--- src/rtl/mfsk_pd_pkg.sv ---
package mfsk_pd_pkg;

   // Smallest legal frame and the widest power the accumulator supports.
   localparam int MIN_BINS  = 2;
   localparam int MAX_PWR_W = 32;

   // Unsigned greater-than with the lower index keeping ties.
   function automatic logic beats(input logic [MAX_PWR_W-1:0] cand,
                                  input logic [MAX_PWR_W-1:0] best);
      return cand > best;
   endfunction

endpackage

--- src/rtl/mfsk_pd_seq.sv ---
module mfsk_pd_seq #(
   parameter int NBINS = 16,
   parameter int IDX_W = 4
) (
   input  logic             clk,
   input  logic             rst_n,
   input  logic             bin_valid,
   input  logic             bin_first,
   output logic             take,
   output logic             take_first,
   output logic             take_last,
   output logic [IDX_W-1:0] take_idx
);

   logic [IDX_W-1:0] cnt_q;
   logic             active_q;

   always_comb begin
      take       = bin_valid & (bin_first | active_q);
      take_first = bin_valid & bin_first;
      take_idx   = bin_first ? '0 : cnt_q;
      take_last  = take & (take_idx == IDX_W'(NBINS - 1));
   end

   always_ff @(posedge clk or negedge rst_n) begin
      if (!rst_n) begin
         cnt_q    <= '0;
         active_q <= 1'b0;
      end else if (take) begin
         if (take_last) begin
            cnt_q    <= '0;
            active_q <= 1'b0;
         end else begin
            cnt_q    <= take_idx + 1'b1;
            active_q <= 1'b1;
         end
      end
   end

endmodule

--- src/rtl/mfsk_pd_peak.sv ---
module mfsk_pd_peak
   import mfsk_pd_pkg::*;
#(
   parameter int PWR_W = 16,
   parameter int IDX_W = 4
) (
   input  logic             clk,
   input  logic             rst_n,
   input  logic             take,
   input  logic             take_first,
   input  logic [IDX_W-1:0] take_idx,
   input  logic [PWR_W-1:0] bin_power,
   output logic [PWR_W-1:0] nxt_max,
   output logic [IDX_W-1:0] nxt_idx
);

   logic [PWR_W-1:0] max_q;
   logic [IDX_W-1:0] idx_q;

   always_comb begin
      nxt_max = max_q;
      nxt_idx = idx_q;
      if (take_first) begin
         nxt_max = bin_power;
         nxt_idx = '0;
      end else if (take && beats(MAX_PWR_W'(bin_power), MAX_PWR_W'(max_q))) begin
         nxt_max = bin_power;
         nxt_idx = take_idx;
      end
   end

   always_ff @(posedge clk or negedge rst_n) begin
      if (!rst_n) begin
         max_q <= '0;
         idx_q <= '0;
      end else if (take) begin
         max_q <= nxt_max;
         idx_q <= nxt_idx;
      end
   end

endmodule

--- src/rtl/mfsk_pd_sum.sv ---
module mfsk_pd_sum #(
   parameter int PWR_W = 16,
   parameter int SUM_W = 20
) (
   input  logic             clk,
   input  logic             rst_n,
   input  logic             take,
   input  logic             take_first,
   input  logic [PWR_W-1:0] bin_power,
   output logic [SUM_W-1:0] nxt_sum
);

   logic [SUM_W-1:0] acc_q;

   always_comb begin
      if (take_first)
         nxt_sum = SUM_W'(bin_power);
      else if (take)
         nxt_sum = acc_q + SUM_W'(bin_power);
      else
         nxt_sum = acc_q;
   end

   always_ff @(posedge clk or negedge rst_n) begin
      if (!rst_n)
         acc_q <= '0;
      else if (take)
         acc_q <= nxt_sum;
   end

endmodule

--- src/rtl/mfsk_peak_detect.sv ---
module mfsk_peak_detect
   import mfsk_pd_pkg::*;
#(
   parameter int NBINS     = 16,
   parameter int PWR_W     = 16,
   parameter int DOM_SHIFT = 2
) (
   input  logic                     clk,
   input  logic                     rst_n,
   input  logic                     bin_valid,
   input  logic                     bin_first,
   input  logic [PWR_W-1:0]         bin_power,
   output logic [$clog2(NBINS)-1:0] sym_out,
   output logic                     sym_valid,
   output logic                     lock,
   output logic                     shift_req
);

   localparam int IDX_W = $clog2(NBINS);
   localparam int SUM_W = PWR_W + IDX_W;

   generate
      if (NBINS < MIN_BINS || (1 << IDX_W) != NBINS)
         $error("mfsk_peak_detect: NBINS must be a power of two, at least 2");
      if (PWR_W < 1 || PWR_W > MAX_PWR_W)
         $error("mfsk_peak_detect: PWR_W out of range");
      if (DOM_SHIFT < 0 || DOM_SHIFT >= SUM_W)
         $error("mfsk_peak_detect: DOM_SHIFT out of range");
   endgenerate

   logic             take, take_first, take_last;
   logic [IDX_W-1:0] take_idx;
   logic [PWR_W-1:0] nxt_max;
   logic [IDX_W-1:0] nxt_idx;
   logic [SUM_W-1:0] nxt_sum;
   logic [SUM_W-1:0] rest_sum;
   logic [SUM_W-1:0] thresh;
   logic             dominant;

   mfsk_pd_seq #(.NBINS(NBINS), .IDX_W(IDX_W)) u_seq (
      .clk        (clk),
      .rst_n      (rst_n),
      .bin_valid  (bin_valid),
      .bin_first  (bin_first),
      .take       (take),
      .take_first (take_first),
      .take_last  (take_last),
      .take_idx   (take_idx)
   );

   mfsk_pd_peak #(.PWR_W(PWR_W), .IDX_W(IDX_W)) u_peak (
      .clk        (clk),
      .rst_n      (rst_n),
      .take       (take),
      .take_first (take_first),
      .take_idx   (take_idx),
      .bin_power  (bin_power),
      .nxt_max    (nxt_max),
      .nxt_idx    (nxt_idx)
   );

   mfsk_pd_sum #(.PWR_W(PWR_W), .SUM_W(SUM_W)) u_sum (
      .clk        (clk),
      .rst_n      (rst_n),
      .take       (take),
      .take_first (take_first),
      .bin_power  (bin_power),
      .nxt_sum    (nxt_sum)
   );

   assign rest_sum = nxt_sum - SUM_W'(nxt_max);

   generate
      if (DOM_SHIFT == 0) begin : g_thr_plain
         assign thresh = rest_sum;
      end else begin : g_thr_shift
         assign thresh = rest_sum >> DOM_SHIFT;
      end
   endgenerate

   assign dominant = SUM_W'(nxt_max) > thresh;

   always_ff @(posedge clk or negedge rst_n) begin
      if (!rst_n) begin
         sym_out   <= '0;
         sym_valid <= 1'b0;
         lock      <= 1'b0;
         shift_req <= 1'b0;
      end else begin
         sym_valid <= take_last & dominant;
         shift_req <= take_last & ~dominant;
         if (take_last)
            lock <= dominant;
         if (take_last && dominant)
            sym_out <= nxt_idx;
      end
   end

endmodule

--- config.mk ---
export PLATFORM = sky130hd
export DESIGN_NAME = mfsk_peak_detect
export DESIGN_NICKNAME = d
export VERILOG_FILES = /design/src/rtl/mfsk_pd_pkg.sv /design/src/rtl/mfsk_pd_seq.sv /design/src/rtl/mfsk_pd_peak.sv /design/src/rtl/mfsk_pd_sum.sv /design/src/rtl/mfsk_peak_detect.sv
export SDC_FILE = /design/constraint.sdc
export NUM_CORES = 1
export LEC_CHECK = 0
export BUFFER_PORTS_ARGS = -buffer_cell sky130_fd_sc_hd__buf_4
export CAP_MARGIN = 20
export CORE_MARGIN = 2
export CORE_UTILIZATION = 57
export CTS_CLUSTER_SIZE = 16
export DETAILED_ROUTE_END_ITERATION = 12
export GPL_ROUTABILITY_DRIVEN = 0
export HOLD_SLACK_MARGIN = 0.08
export PLACE_DENSITY = 0.78
export SLEW_MARGIN = 20
export SYNTH_ARGS = -nofsm -noshare
export SYNTH_HDL_FRONTEND = slang
export SYNTH_SLANG_ARGS = --single-unit
--- constraint.sdc ---
create_clock -name clk -period 6.25 [get_ports clk]
set_clock_uncertainty 0.2 [all_clocks]
set_input_delay 1.5625 -clock clk [delete_from_list [all_inputs] [get_ports clk]]
set_output_delay 1.5625 -clock clk [all_outputs]
set_load 0.005 [all_outputs]
=== After elaboration in Yosys (flattened, before gate mapping) ===
Cells that the tools add are included.

* Equal/unequal tests: 1
* Add/sub/neg operators: 3
* Bitwise gates (word level): 7
* Order comparisons: 2
* Multiplexer cells: 9
* Reduce and logical (&&, ||, !) cells: 2

{| class="wikitable"
|+ Operators by type and width
! operator !! number
|-
| $mux 20 || 2
|-
| $mux 16 || 2
|-
| $add 20x16->20 || 1
|-
| $sub 20x16->20 || 1
|-
| $gt 16x18->1 || 1
|-
| $gt 16x16->1 || 1
|-
| $mux 4 || 4
|-
| $and 1x1->1 || 5
|-
| $add 4x1->4 const B || 1
|-
| $eq 4x4->1 const B || 1
|-
| $logic_and 1x1->1 || 2
|-
| $mux 1 || 1
|-
| $not 1->1 || 1
|-
| $or 1x1->1 || 1
|}

* Input bits: 20
* Output and inout port bits: 7
* Flip-flop bits (word level): 52
* Logic and storage cells: 33

=== Depth between registers and ports, before layout ===
Gate-level depths: netlist (run 1).

* Depth after elaboration: 9
* Mapped depth: 34

=== Cells and area by module ===
Synthesis (run 1) repeated with hierarchy kept, for this count alone.

* Cell total of the unflattened synthesis: 623
* Area total of the unflattened synthesis: 5300.1 µm²

{| class="wikitable"
|+ Modules (own cells, without submodules)
! module !! cells each !! instances !! area an instance (µm²)
|-
| mfsk_pd_sum || 261 || 1 || 2049.5
|-
| mfsk_pd_peak || 158 || 1 || 1557.7
|-
| mfsk_peak_detect || 174 || 1 || 1396.3
|-
| mfsk_pd_seq || 30 || 1 || 296.5
|}

=== Worst setup path before layout (run 1) ===
OpenSTA, ideal clock, no wires.

* Path type: input port to flip-flop
* Start: input bin_power[15]
* End: register sym_out[0]
* Setup time: 0.125 ns
* Slack: -1.229 ns
* Stages on the path: 32
* Required time: 5.925 ns
* Data arrival time: 7.154 ns
* Path through: ha_1 -> nand4_2 -> nor3_1 -> or4_4 -> o31ai_4 -> nand2_2 -> buf_2 -> clkbuf_1 -> o21ai_0 -> inv_1 -> ha_1 -> inv_1 -> a31o_2 -> o21bai_1 -> a311oi_2 -> o31ai_1 -> and3_1 -> a31oi_1 -> o21bai_1 -> a21oi_1 -> xor2_1 -> ha_1 -> a21o_1 -> a21oi_1 -> nor2b_1 -> o21ai_0 -> nand2b_1 -> a21oi_1 -> and3_1 -> o311a_1 -> nor4_4 -> mux2_4

* Cells in the longest elaborated chain, start to end: 7

{| class="wikitable"
|+ Ends and longest elaborated chain
! element !! RTL line !! source
|-
| from (decl) || mfsk_peak_detect.sv:12 || <nowiki>input logic [PWR_W-1:0] bin_power,</nowiki>
|-
| $gt 16x16->1 * || mfsk_pd_pkg.sv:10 || <nowiki>return cand > best;</nowiki>
|-
| $logic_and 1x1->1 * || mfsk_pd_peak.sv:26 || <nowiki>end else if (take && beats(MAX_PWR_W'(bin_power), MAX_PWR_W'(max_q))) begin</nowiki>
|-
| $mux 16 * || mfsk_pd_peak.sv:26 ||
|-
| $mux 16 * || mfsk_pd_peak.sv:23 || <nowiki>if (take_first) begin</nowiki>
|-
| named net nxt_max[2] || mfsk_peak_detect.sv:33 || <nowiki>logic [PWR_W-1:0] nxt_max;</nowiki>
|-
| $sub 20x16->20 || mfsk_peak_detect.sv:71 || <nowiki>assign rest_sum = nxt_sum - SUM_W'(nxt_max);</nowiki>
|-
| $gt 16x18->1 * || mfsk_peak_detect.sv:81 || <nowiki>assign dominant = SUM_W'(nxt_max) > thresh;</nowiki>
|-
| $logic_and 1x1->1 * || mfsk_peak_detect.sv:94 || <nowiki>if (take_last && dominant)</nowiki>
|-
| to (signal assigned) || mfsk_peak_detect.sv:95 || <nowiki>sym_out <= nxt_idx;</nowiki>
|-
| to (decl) || mfsk_peak_detect.sv:13 || <nowiki>output logic [$clog2(NBINS)-1:0] sym_out,</nowiki>
|}

Mark *: on every way through the listed nets, which the timed path passes. The rest lies on a longest branch.
A chain may end at the register's enable or synchronous reset.

=== Final worst setup path (run 1) ===
* Start: input bin_power[1]
* End: register sym_out[3]

* Cells in the longest elaborated chain, start to end: 7

{| class="wikitable"
|+ Ends and longest elaborated chain
! element !! RTL line
|-
| $gt 16x16->1 || mfsk_pd_pkg.sv:10
|-
| $logic_and 1x1->1 || mfsk_pd_peak.sv:26
|-
| $mux 16 || mfsk_pd_peak.sv:26
|-
| $mux 16 || mfsk_pd_peak.sv:23
|-
| $sub 20x16->20 || mfsk_peak_detect.sv:71
|-
| $gt 16x18->1 || mfsk_peak_detect.sv:81
|-
| $logic_and 1x1->1 || mfsk_peak_detect.sv:94
|}

Parallel ways exist; a longest one is shown, timed or not.

==> Flow_metrics.wiki, run 1 <==
{| class="wikitable"
! Metric !! Value
|-
| Status || complete, but fails checks
|-
| Violated checks || setup timing
|-
| Static power due to leakage || approximately 3.4 nW
|-
| Placeable core region || about 8300 µm²
|-
| Maximum resistive drop on vdd || between 0.3 and 0.4 mV
|-
| Hold Slack || ~0.31 ns
|-
| Crit path DAT || 7.62 ns
|-
| Destination of the worst hold path || lock$_DFFE_PN0P_
|-
| Worst skew pair latency || 0.35 ns
|-
| RSZ-0062 raised after global routing || true
|-
| Achievable frequency || roughly 130 MHz
|-
| Least-Margin Pin Slew || 0.7672 ns
|-
| Depth of the CTS H-tree || 2
|-
| Via count of the first global-routing pass || slightly above 6000
|-
| Post-synthesis instance total || 583
|-
| Share of post-route cells with drive strength above 1 || 37.11%
|-
| Number of antenna violations at the first check in global routing || 0
|-
| Flip-flop and latch count after synthesis || 52
|-
| Largest net degree at the start of global routing || between 50 and 60
|-
| Crit start category || primary input
|-
| Placed insts || 850
|-
| Most frequently used flop master after synthesis || dfrtp_1
|-
| Worst min path class || reg2reg
|-
| Classification of the worst setup path || in2reg
|-
| Detailed-route DRC error count || 0
|-
| Summed instance area of the synthesized netlist || slightly below 5000 µm²
|-
| Nature of the critical path endpoint || flop
|-
| Count of non-filler cells in the finished layout || 881
|-
| Number of pins with negative max-slew slack in the final report || 0
|-
| Starting density of the core || 59.32%
|-
| CTS Root Cell || clkbuf_8
|-
| Setup slack of the critical path after layout || -1.331 ns
|-
| Worst EP required || 6.29 ns
|-
| Maximum Capacitance Violations || 0
|-
| Part of the cycle the worst path needs || 121.3%
|-
| Hold wc startpoint || lock$_DFFE_PN0P_
|-
| Number of endpoints failing setup at the final stage || 7
|-
| Number of hold violations in the final report || 0
|-
| Drt initial violations || 831
|-
| Total power density per cell area || 532.9 nW/µm²
|-
| Sum of overflow across all layers after global routing || 0
|-
| Layout overhead on the synthesized area || 43.10%
|-
| Worst hold path depth || 1
|-
| Port buffer count || 26
|-
| Pre-antenna DRT Iters || 7
|-
| Antenna violation net count after detailed routing || 0
|-
| Mean routed wirelength per cell || ~24 µm
|-
| Setup WS pre-CTS || -1.548 ns
|-
| Die Y || 96.94 µm
|-
| Cell area after placement || ~6400 µm²
|-
| All-layer global routing usage || about two fifths
|-
| Highest fanout seen on the critical path || 5
|-
| Capturing point of the worst reg2reg path || sym_out[3]$_DFFE_PN0P_
|-
| Die X-Extent || 96.94 µm
|-
| Final min period || approximately 7.6 ns
|-
| Number of rows in the core area || 33
|-
| Mean post-synth cell area || 8.445 µm²
|-
| Detail-routed via count per cell || 7.042
|-
| Ys async rst share || 100.0%
|-
| Wire length after detailed routing || 20.92 mm
|-
| N_diodes || 0
|-
| Post-detail-place hpwl || 12.11 mm
|-
| Clock transition at the register clock pins on the worst setup and hold paths after CTS || 0.11 ns
|-
| Library cells used by synthesis || 78
|-
| Number of clock sinks seen by CTS || 52
|-
| Ports || 27
|-
| Slack of the worst reg-to-reg path || -0.49 ns
|-
| Max-Slew Margin vs Limit || about half
|-
| Clock tree from TritonCTS || yes
|-
| Bufs on Longest Clock Path || 2
|-
| EDFF count, synth || 0
|-
| Vias post-DR || 6204
|-
| Final net count || about 850
|-
| Final standard cell area without fillers || 7046 µm²
|-
| Share of the yosys chip area belonging to registers || 26.43%
|-
| CTS Buf Count || 5
|-
| First-pass GRT wire length || between 30 and 40 mm
|-
| Number of buffers added to fix hold violations after cts || 0
|-
| Yosys synthesis warning count || 0
|-
| Overall die area || 9397 µm²
|-
| R2r worst-path depth || 23
|-
| Worst reg2reg startpoint || u_peak.max_q[1]$_DFFE_PN0P_
|-
| Number of nets produced by synthesis || 661
|}
metrics by stage:
stage	power, mW	util [%]	TNS [ns]
after floorplan	1.874	-	-6.992
after global placement	2.649	77.67	-7.806
after detailed placement	2.761	77.67	-10.01
after CTS	3.253	82.35	-4.368
after global routing	3.916	84.89	-10.39
final	3.755	84.89	-8.850
kinds of logic after synthesis:
| logic type | Yosys count | synth area share [%] |
|---|---|---|
| AO/OA/AOI/OAI | 211 | 28.39 |
| AND/OR/NAND/NOR | 153 | 15.91 |
| buffers and inverters | 66 | 5.260 |
| adder cells (fa/ha/maj) | 62 | 15.71 |
| flip-flops | 52 | 26.43 |
| XOR/XNOR | 33 | 6.684 |
| multiplexers | 6 | 1.626 |
Yosys cell counts (4+ instances only):
cell type	count	share of area, %
nand3_1	14	1.4
nor3_1	10	1.0
a21o_1	20	3.0
xnor2_1	21	3.7
a22oi_1	7	1.1
nor2b_1	8	1.0
o21bai_1	9	1.4
o21ai_1	4	0.41
nand4_1	9	1.1
mux2_4	4	1.2
a21oi_1	50	5.1
o21a_1	7	1.1
nand2b_1	6	0.76
dfrtp_1	52	26
o211ai_1	4	0.61
clkbuf_1	8	0.61
and2_1	4	0.51
inv_1	50	3.8
o21ai_0	53	5.4
ha_1	57	14
maj3_1	4	0.81
xor2_1	9	1.6
o41ai_1	4	0.71
a211oi_1	8	1.2
and3_1	6	0.76
nor2_1	37	2.8
nand2_1	43	3.3
where the power goes:
| group | leakage, nW | total [mW] | switching (mW) | internal [mW] |
|---|---|---|---|---|
| logic | 2.72 | 3.04 | 1.58 | 1.46 |
| registers | 0.651 | 0.484 | 0.0590 | 0.425 |
| clock network | 0.0511 | 0.229 | 0.144 | 0.0851 |
| total | 3.42 | 3.75 | 1.79 | 1.97 |
layout make-up:
class / count / area, µm²
multi-input combinational: 465 / 3771
timing repair buffer: 200 / 1550
sequential: 52 / 1301
fill: 395 / 1254
inverter: 51 / 193.9
tap: 105 / 131.4
clock buffer: 5 / 68.82
clock inverter: 3 / 28.78
sequential cells by signal, indices dropped and copies added, names as in the netlist:
register,flops
lock,1
u_seq.cnt_q,4
sym_out,4
u_seq.active_q,1
u_peak.max_q,16
sym_valid,1
u_sum.acc_q,20
shift_req,1
u_peak.idx_q,4
worst max-delay path, cell delays in order:
cell and delay, ns:
buf_4 0.13, ha_1 0.33, nor2b_1 0.19, o211ai_1 0.31
a21boi_4 0.12, buf_4 0.16, o31a_1 0.32, o21ai_0 0.55
o21ai_2 0.16, inv_1 0.14, ha_2 0.31, a21o_1 0.19
a31oi_2 0.16, inv_1 0.12, maj3_1 0.40, a21oi_1 0.31
xor2_1 0.13, ha_1 0.30, and4_1 0.29, nand3_1 0.21
o311a_4 0.44, nor4_4 0.42, mux2_4 0.34
per-layer routing:
metal	up-vias	part of all wire, %	global-route usage (%)	routed length [µm]
met5	-	0	0	0
met4	0	9.8	25.68	2057
met3	241	13	9.393	2706
met2	604	44	65.01	9191
met1	2840	33	46.33	6966
li1	2519	-	-	-
worst max-delay path by stage:
| stage | startpoint | to | slack [ns] | cells past startpoint |
|---|---|---|---|---|
| 2_1_floorplan | bin_power[9] | sym_out[0]$_DFFE_PN0P_ | -1.13 | 32 |
| 3_3_place_gp | bin_power[14] | sym_out[0]$_DFFE_PN0P_ | -1.22 | 33 |
| 3_5_place_dp | bin_power[14] | sym_out[0]$_DFFE_PN0P_ | -1.55 | 33 |
| 4_1_cts | bin_power[15] | sym_out[3]$_DFFE_PN0P_ | -0.68 | 33 |
| 5_1_grt | bin_power[1] | sym_out[0]$_DFFE_PN0P_ | -1.54 | 23 |
| 6_report | bin_power[1] | sym_out[3]$_DFFE_PN0P_ | -1.33 | 23 |
what timing repair did:
| item | in CTS | in global routing |
|---|---|---|
| endpoints found under the hold margin | 0 | 0 |
| setup buffers | 12 | 11 |
| resized for setup | 43 | 35 |
| pin swaps | 35 | 27 |
| setup endpoints to repair | 7 | 7 |
cells in the final DEF, fill, tap and decap left out, drive strengths merged, types with 3 or more instances in the layout:
cell,netlist,routed
o31ai,4,4
buf,7,200
dfrtp,52,52
o21bai,9,9
nand3,14,14
nor2,38,38
o21a,7,7
o211ai,4,4
clkbuf,8,5
a31o,3,3
o311a,3,3
a211oi,8,8
inv,51,54
and3,6,6
o22a,3,3
and2,4,4
xor2,9,9
a22oi,7,7
a21o,20,20
mux2,4,4
o22ai,3,3
nor4,3,3
o21ai,58,58
maj3,4,4
o31a,3,3
a31oi,3,3
nor3,11,11
ha,57,57
o41ai,4,4
a21oi,53,53
nand2b,6,6
nor2b,8,8
xnor2,23,23
nand2,44,44
nand4,10,10
(Power assumes the default switching activity.)
==> inputs of run 2 (changes only) <==
Settings changed: CORE_UTILIZATION 57 to 35, PLACE_DENSITY 0.78 to 0.49.
==> Flow_metrics.wiki, run 2 (synthesis results as in run 1) <==
{| class="wikitable"
! Metric !! Value
|-
| Detailed-route DRC error count || 0 (unchanged)
|-
| Total negative slack for setup checks || -4.366 ns (was -8.850 ns)
|-
| Final core occ || 51.76% (was 84.89%)
|-
| Number of flip-flops in the largest register || 20 (unchanged)
|-
| Status || complete, but fails checks (unchanged)
|-
| Slack of the worst reg-to-reg path || 0.16 ns (was -0.49 ns)
|-
| Die Y || 122.6 µm (was 96.94 µm)
|-
| CTS Buf Count || 5 (unchanged)
|-
| Ports || 27 (unchanged)
|-
| Final standard cell area without fillers || 7157 µm² (was 7046 µm²)
|-
| Power, Total || 3.349 mW (was 3.755 mW)
|-
| Leading cell type in the layout, fill and taps excluded || buf_4 (unchanged)
|-
| Filler Cell Count || 1321 (was 395)
|-
| Number of endpoints failing setup at the final stage || 7 (unchanged)
|-
| Placeable core region || 13830 µm² (was 8299 µm²)
|-
| Number of rows in the core area || 43 (was 33)
|-
| Count of non-filler cells in the finished layout || 964 (was 881)
|-
| Met1 Routed Length || 7.862 mm (was 6.966 mm)
|-
| Overall die area || 15030 µm² (was 9397 µm²)
|-
| Detail-routed via count per cell || 5.231 (was 7.042)
|-
| Number of pins with negative max-slew slack in the final report || 0 (unchanged)
|-
| Pre-antenna DRT Iters || 4 (was 7)
|-
| Number of buffers added to fix hold violations after cts || 0 (unchanged)
|-
| Clock tree from TritonCTS || yes (unchanged)
|-
| Share of post-route cells with drive strength above 1 || 35.46% (was 37.11%)
|-
| Max-Slew Margin vs Limit || 51.47% (was 48.18%)
|-
| Highest fanout seen on the critical path || 5 (unchanged)
|-
| Largest net degree at the start of global routing || 53 (unchanged)
|-
| RSZ-0062 raised after global routing || true (unchanged)
|-
| Worst skew pair latency || 0.31 ns (was 0.35 ns)
|-
| Number of clock sinks seen by CTS || 52 (unchanged)
|-
| Maximum resistive drop on vdd || 0.1803 mV (was 0.3959 mV)
|-
| Depth of the CTS H-tree || 2 (unchanged)
|-
| Most flops, register || u_sum.acc_q (unchanged)
|-
| Placed insts || 943 (was 850)
|-
| Part of the cycle the worst path needs || 110.9% (was 121.3%)
|-
| Least-Margin Pin Slew || 0.7280 ns (was 0.7672 ns)
|-
| Worst min path class || reg2reg (unchanged)
|-
| Bufs on Longest Clock Path || 2 (unchanged)
|-
| Worst EP required || 6.25 ns (was 6.29 ns)
|-
| N_diodes || 0 (unchanged)
|-
| Commonest cells after routing, fill and taps aside || buf_4 (198), dfrtp_1 (52), inv_1 (48) (was buf_4 (189), dfrtp_1 (52), inv_1 (46))
|-
| Sum of overflow across all layers after global routing || 0 (unchanged)
|-
| Static power due to leakage || 3.460 nW (was 3.418 nW)
|-
| Nature of the critical path endpoint || flop (unchanged)
|-
| Cell area after placement || 6675 µm² (was 6446 µm²)
|-
| All-layer global routing usage || 22.25% (was 39.66%)
|-
| Starting density of the core || 35.61% (was 59.32%)
|-
| Vias post-DR || 5043 (was 6204)
|-
| Wire length after detailed routing || 16.03 mm (was 20.92 mm)
|-
| Antenna violation net count after detailed routing || 0 (unchanged)
|-
| Drt initial violations || 249 (was 831)
|-
| Layout overhead on the synthesized area || 45.36% (was 43.10%)
|-
| Violated checks || setup timing (unchanged)
|-
| Final min period || 6.930 ns (was 7.581 ns)
|-
| Die X-Extent || 122.6 µm (was 96.94 µm)
|-
| Port buffer count || 26 (unchanged)
|-
| Crit start category || primary input (unchanged)
|-
| Library cell contributing the largest single delay on the critical path || or4_4 (was o21ai_0)
|-
| Setup slack of the critical path after layout || -0.6800 ns (was -1.331 ns)
|-
| Achievable frequency || 144.3 MHz (was 131.9 MHz)
|-
| Post-detail-place hpwl || 12.78 mm (was 12.11 mm)
|-
| Mean routed wirelength per cell || 16.63 µm (was 23.75 µm)
|-
| Classification of the worst setup path || in2reg (unchanged)
|-
| Largest registers ranked by flip-flop count || u_sum.acc_q x20, u_peak.max_q x16 (unchanged)
|-
| First-pass GRT wire length || 25.81 mm (was 30.24 mm)
|-
| Maximum Capacitance Violations || 0 (unchanged)
|-
| Final net count || 861 (was 853)
|-
| Sum of met2 wire segment lengths after detailed routing || 7.492 mm (was 9.191 mm)
|-
| Number of antenna violations at the first check in global routing || 0 (unchanged)
|-
| Total power density per cell area || 467.9 nW/µm² (was 532.9 nW/µm²)
|-
| CTS Root Cell || clkbuf_16 (was clkbuf_8)
|-
| Clock transition at the register clock pins on the worst setup and hold paths after CTS || 0.08 ns (was 0.11 ns)
|-
| Routed length on met3 || 456 µm (was 2.706 mm)
|-
| Crit path DAT || 6.93 ns (was 7.62 ns)
|-
| Number of hold violations in the final report || 0 (unchanged)
|-
| Via count of the first global-routing pass || 5078 (was 6081)
|-
| Worst stage delay on the critical path || 0.55 ns (about the same)
|-
| Highest metal layer with signal wires || met4 (unchanged)
|}
[run 2: cell types whose count changed in the layout (fill, tap and decap cells not counted), moves of 3 or more]
cell	before	now
clkbuf_16	0	5
a21oi_1	38	42
clkbuf_8	5	0
o21ai_1	8	11
o21ai_2	6	2
buf_4	189	198
a21oi_2	13	10
[run 2: power breakdown]
part           internal, mW  switching, mW  total (mW)
Clock                 0.153          0.151       0.304
Combinational          1.34           1.23        2.57
Sequential            0.425         0.0488       0.474
[run 2: what timing repair did]
action | CTS | global route
endpoints found under the setup margin | 7 | 7
cloned | 0 | 0
setup buffers | 7 | 6
resized for setup | 41 | 10
endpoints found under the hold margin | 0 | 0
pin swaps | 30 | 10
[run 2: stage by stage]
stage	setup slack [ns]	hold slack, ns
global route	-1.005	0.3171
detailed placement	-1.388	0.2794
CTS	-0.6433	0.2967
floorplan	-1.127	0.2538
finish	-0.6800	0.2870
global placement	-1.266	0.2707
[run 2: path summary, 6_finish.rpt]
check                                             start                            to  cells past startpoint
max                                       bin_power[15]        sym_out[2]$_DFFE_PN0P_                     32
min                                    lock$_DFFE_PN0P_              lock$_DFFE_PN0P_                      1
max reg2reg                u_peak.max_q[15]$_DFFE_PN0P_        sym_out[2]$_DFFE_PN0P_                     32
min reg2reg                            lock$_DFFE_PN0P_              lock$_DFFE_PN0P_                      1
max in group asynchronous                         rst_n    u_sum.acc_q[0]$_DFFE_PN0P_                      1
min in group asynchronous                         rst_n  u_peak.max_q[15]$_DFFE_PN0P_                      1
[run 2: critical path: cells and delay by family]
kind	cells	cell delay [ns]
mux	1	0.29
xor+xnor	1	0.14
simple gates	9	1.51
compound gates	14	2.29
fa+ha+maj	3	0.79
buf+inv	4	0.35
[run 2: final cells by class]
cell class	count	area (µm²)	area share [%]
Multi-Input combinational cell	465	3680	51.42
Timing Repair Buffer	208	1607	22.45
Sequential cell	52	1301	18.18
Tap cell	180	225.2	3.147
Inverter	51	191.4	2.675
Clock buffer	5	125.1	1.748
Clock inverter	3	27.53	0.3846
[run 2: routing by layer]
| metal | track usage (%) | vias up |
|---|---|---|
| li1 | - | 2540 |
| met1 | 30.31 | 2419 |
| met2 | 36.98 | 70 |
| met3 | 3.020 | 14 |
| met4 | 5.963 | 0 |
| met5 | 0 | - |
